[src/rtl/ccn_unit.sv]
module ccn_unit #(
  parameter int N  = 251,
  parameter int CW = 7
) (
  input  logic          clk,
  input  logic          rst_n,
  input  logic          sel,
  input  logic          in_valid,
  input  logic [CW-1:0] in_coef,
  input  logic          start,
  output logic          busy,
  output logic          done,
  output logic [N-1:0]  plain
);
  localparam int CNTW = $clog2(2*N+1);
  localparam int CARW = CW-1;
  localparam logic [CNTW-1:0] LAST = CNTW'(2*N-1);

  logic [CW-1:0]   ring [N];
  logic [CARW-1:0] carry;
  logic [CNTW-1:0] cnt;
  logic [CW:0]     sum_w;
  logic [CW-1:0]   wb;
  logic [N-1:0]    digits;

  assign sum_w = {1'b0, ring[0]} + (CW+1)'(carry);
  assign wb    = {{(CW-1){1'b0}}, sum_w[0]};

  always_ff @(posedge clk) begin
    if (!rst_n) begin
      for (int i = 0; i < N; i++) ring[i] <= '0;
      carry <= '0;
      cnt   <= '0;
      busy  <= 1'b0;
      done  <= 1'b0;
    end else if (busy) begin
      for (int i = 0; i < N-1; i++) ring[i] <= ring[i+1];
      ring[N-1] <= wb;
      carry <= sum_w[CW-1:1];
      cnt   <= cnt + 1'b1;
      if (cnt == LAST) begin
        busy <= 1'b0;
        done <= 1'b1;
      end
    end else if (start && !sel) begin
      busy  <= 1'b1;
      cnt   <= '0;
      carry <= '0;
      done  <= 1'b0;
    end else if (sel && in_valid) begin
      for (int i = 0; i < N-1; i++) ring[i] <= ring[i+1];
      ring[N-1] <= in_coef;
      done <= 1'b0;
    end
  end

  for (genvar g = 0; g < N; g++) begin : g_dig
    assign digits[g] = ring[g][0];
  end

  assign plain = digits + N'(carry);

  AST_NO_OVERFLOW: assert property (@(posedge clk) disable iff (!rst_n) busy |-> sum_w[CW] == 1'b0);
  AST_RUN_LENGTH: assert property (@(posedge clk) disable iff (!rst_n) busy |-> cnt <= LAST);
  AST_DONE_FOLLOWS: assert property (@(posedge clk) disable iff (!rst_n) $fell(busy) |-> done);
  AST_BUSY_EXCL: assert property (@(posedge clk) disable iff (!rst_n) busy |-> !done);
  AST_RESIDUAL: assert property (@(posedge clk) disable iff (!rst_n) done |-> carry <= CARW'(1));
  AST_NO_WRAP_LOSS: assert property (@(posedge clk) disable iff (!rst_n) (done && carry != '0) |-> ring[N-1][0] == 1'b0);
  AST_INPUT_RANGE: assert property (@(posedge clk) disable iff (!rst_n) (sel && in_valid && !busy) |-> in_coef[CW-1] == 1'b0);
endmodule

[config.mk]
export PLATFORM = sky130hd
export DESIGN_NAME = ccn_unit
export DESIGN_NICKNAME = d
export VERILOG_FILES = /design/src/rtl/ccn_unit.sv
export SDC_FILE = /design/constraint.sdc
export NUM_CORES = 2
export LEC_CHECK = 0
export BUFFER_PORTS_ARGS = -buffer_cell sky130_fd_sc_hd__buf_4
export CAP_MARGIN = 20
export CORE_ASPECT_RATIO = 2
export CORE_MARGIN = 2
export CORE_UTILIZATION = 39
export CTS_CLUSTER_DIAMETER = 200
export DETAILED_ROUTE_END_ITERATION = 10
export MAX_ROUTING_LAYER = met4
export SETUP_SLACK_MARGIN = 0.1
export SYNTH_ARGS = -nofsm -noshare
export SYNTH_HDL_FRONTEND = slang
export SYNTH_SLANG_ARGS = --single-unit
[constraint.sdc]
create_clock -name clk -period 40.4 [get_ports clk]
set_clock_uncertainty 0.2 [all_clocks]
set_input_delay 6.06 -clock clk [delete_from_list [all_inputs] [get_ports clk]]
set_output_delay 6.06 -clock clk [all_outputs]
set_load 0.01 [all_outputs]
Yosys cells after proc, flatten, opt, wreduce, memory -nomap -nowiden
Memories as Yosys holds them, arrays and structs flattened. Index checks and enable logic that the tools add are counted.

Memories kept: 1. Memory bits (writable): 1757. Register bits: 17. Output and inout port bits: 253. Bits of input ports: 12.

Add/subtract/negate cells: 3. Eq/ne operators: 2. Bitwise operators: 502. Reduce and logical (&&, ||, !) cells: 6. Muxes and demuxes: 522.

Memories: ring (words 251, bits a word 7, rd ports 251, clocked after memory_dff 0, write ports 251, line 19) `logic [CW-1:0] ring [N];`.

Operator list (number): 7-bit 2-to-1 mux (502); 1-bit OR (502); 251-bit by 6-bit adder with 251-bit output (1); 9-bit 2-to-1 mux (2); 1-bit 2-to-1 mux (16); 6-bit 2-to-1 mux (2); 9-bit by 1-bit adder with 9-bit output (second input constant) (1); 9-bit == test (second input constant) (1); 7-bit by 6-bit adder with 7-bit output (1); 3-bit nonzero test (1); 1-bit logical AND (2); 2-bit by 1-bit != test with 1-bit output (second input constant) (1); 2-bit AND reduction (1); 2-bit nonzero test (1); 1-bit zero test (1).

Longest topological paths before layout
Depth in word-level cells: 7. Depth in mapped cells: 10. Depth with buffers taken out: 9.

Worst setup path after synthesis
Ideal clock, no wire load.

Path kind: input port to flip-flop. Start point: input port rst_n. End point: memory ring[14][2], in the netlist ring[0][100] (enable). Setup time: 8.350 ns. Data arrival time: 25.876 ns. Path slack: 5.974 ns. Stages on the path: 2. Path through: clkbuf_1 nand3_1.

RTL lines: start, declared (line 6) `input logic rst_n,`; end, declared (line 19).

==> results.toml <==
[cts]
cts.sinks = 1774
clk_pin_slew_ns = 0.07
cts_resized = 0
htree_levels = 4
cts_tree = "built"
clock_path_buffers = 4
numCtsBuffers = 167
cts-hold-fix-buffers = 0
cts_setup_buffers = 0
clk-insertion-delay-late_ns = 0.81
cts_root_buffer = "clkbuf_16"

[route]
drt_wl_total_mm = 160.1
dr_wl_met3_mm = 11.19
vias = 38610
via_per_inst = 4.952
drt_iter0_drc = 3366
wl_met1_mm = 68.75
highest-signal-layer = "met4"
drc = 0
wl_per_cell_um = 20.53
drt_first_pass_iters = 5
ant_nets = 0
dr_wl_met2_mm = 71.08

[final_layout]
seqCellArea_mm2 = 0.05310
nNetsFinal = 5223
fin_util = 0.4483
multi_input_area_mm2 = 0.01849
drive_above_1_share = 0.1143
final_cells = 7797
area_delta_synth_final_pct = 14.12
fillers = 16320

[synthesis]
seq_area_frac_synth = 0.7328
synthTopCellsByArea = "edfxtp_1 73%, and2_1 15%, xnor2_1 1.6%, xor2_1 1.5%, clkbuf_1 1.1%"
netlist.area_leader.share = 0.7281
syn_area_per_cell_um2 = 14.72
synth.most_common_cell = "and2_1"
syn_nets = 4951
synth-seq-cells = 1774
synth-edff-count = 1757
synth_ff_type = "edfxtp_1"
yosys_warnings = 0
synth_commonest_cells = "1765 x and2_1, 1757 x edfxtp_1, 209 x clkbuf_1, 144 x nand3_1, 142 x nand2_1"
syn_area_mm2 = 0.07246
async_flop_share = 0
synth_largest_area_cell = "edfxtp_1"
syn_inst = 4924
yosysUniqueCellTypes = 53

[place]
globalplace.congestion = 0.9970
place_hpwl_mm = 101.7
dp_cells = 7494
io_buffers = 264

[timing]
setup_tns_ns = 0
period_needed_ns = 11.47
worst_slew_pin_slew_ns = 1.146
relSlewSlack = 0.2252
finalCritPeriodShare = 0.2839
rsz0062_at_grt = "false"
timing.fmax_ghz = 0.08720
hold_viol_final = 0
drv_slew = 0
setup_viol_count_final = 0

[grt]
overflow = 0
grt_use_total = 0.1716
grt_pass1_wl_mm = 241.6
antenna_found_initial = 6
grt_max_degree = 314
grt_pass1_vias = 38260

[critical_path]
r2r_slack_ns = 34.68
critical_path_buf_inv_count = 2
reg2reg_depth = 6
crit_fanout = 11
crit_start = "ring[0][336]"
r2r-start = "busy"
cp-end-kind = "output pin"
cp_cell_sequence = "nand3_1, nor4_1, nand3_1, nor4b_1, nand4_1, buf_4, nor4_1, xor2_1, buf_4"
cp_top_family = "simple AND/OR/NAND/NOR gates"
start_kind = "flop"
worstPathRequired_ns = 34.14
rr_endpoint = "ring[0][368]"
crit_slowest_cell = "nor4b_1"
worstSetupPathType = "flop to output pin"
cp_slowest_stage_delay_ns = 0.92
cp.arrival_ns = 5.21

[min_path]
min_path_type = "flop to flop"
holdCritStartpoint = "done"
hold_depth = 2
min_to = "done"

[power]
powerDensity_mw_per_mm2 = 49.53
leakage_nw = 30.96
peakVddDrop_uv = 34.63

[floorplan]
row_count = 223
num_io_pins = 265
dieHeight_um = 613.6
dieArea_mm2 = 0.1895
start_util = 0.3929
core-area_mm2 = 0.1844
dieWidth_um = 308.8

[job]
maxCapViolations = 0

[run_status]
outcome = "complete, no violations"
-- cells by family after synthesis --
| kind of cell | count (synthesis) | share of synthesized area |
|---|---|---|
| compound gates | 43 | 0.003971 |
| xor+xnor | 259 | 0.03131 |
| fa+ha+maj | 15 | 0.002797 |
| buf+inv | 242 | 0.01262 |
| flops | 1774 | 0.7328 |
| simple gates | 2591 | 0.2165 |
-- placed cells by master (no fill, tap or decap), types with 7 or more instances in the layout --
cell type	instances
and2_1	1765
edfxtp_1	1757
buf_4	303
clkbuf_16	168
nand2_1	142
nand3_1	141
xnor2_1	134
nor2_1	125
xor2_1	125
nand4_1	105
nor3_1	86
and3_1	45
nor4_1	39
clkinv_1	33
clkinv_2	30
inv_1	28
clkbuf_1	24
and4_1	20
or3_1	20
bufinv_16	18
dfxtp_1	17
or4_1	16
ha_1	13
nor2b_1	12
nor4_2	10
clkinvlp_4	10
a21oi_1	9
nand3_2	9
nand4_2	8
a22oi_1	8
nor4_4	7
buf_16	7
-- worst reg2reg max path, delay by kind of cell, from the launching register on --
family / cells / cell delay (ns)
buf+inv: 5 / 3.75
flops: 1 / 0.76
simple gates: 1 / 0.57
-- how the worst max path moves through the flow --
stage | to | slack (ns) | depth (start not counted)
2_1_floorplan | ring[0][100] | 5.97 | 2
6_report | plain[216] | 28.93 | 9
3_5_place_dp | ring[0][339] | 29.21 | 7
5_1_grt | plain[207] | 28.77 | 9
3_3_place_gp | ring[0][215] | 29.40 | 7
4_1_cts | plain[207] | 28.92 | 9
-- power breakdown --
group          internal (mW)  switching [mW]  leakage (nW)  total [mW]
sequential              2.21          0.0703          19.2        2.28
combinational         0.0896           0.154          9.17       0.243
clock                  0.880           0.690          2.58        1.57
total                   3.18           0.914          31.0        4.10
-- registers in the layout, summed over array words and instances (netlist names) --
name and cells:
cnt 9, done 1, ring 1757, carry 6
busy 1
-- routing by layer --
metal	vias up	track usage
met1	19370	0.2196
li1	17900	-
met3	369	0.04490
met4	0	0.08988
met2	975	0.2504
met5	-	-
-- stage by stage --
stage / power (mW) / hold WS (ns) / setup slack (ns) / instance area [um^2]
floorplan: 2.578 / 0.2785 / 5.974 / 72460
global placement: 2.561 / 0.2737 / 29.40 / 77180
detailed placement: 2.564 / 0.2825 / 29.21 / 77180
CTS: 4.153 / 0.2950 / 28.92 / 82480
global route: 4.245 / 0.3175 / 28.77 / 82690
finish: 4.095 / 0.2908 / 28.93 / 82690
-- cell type report --
type                    count  share of cell area
repair buffers            317             0.03140
clock inverters           101             0.01209
multi-input cells        2908              0.2236
flip-flops and latches   1774              0.6422
diodes                      2          0.00006053
well taps                2475             0.03745
inverters                  28            0.001271
clock buffers             192             0.05193
Power figures use the tool's default switching activity.
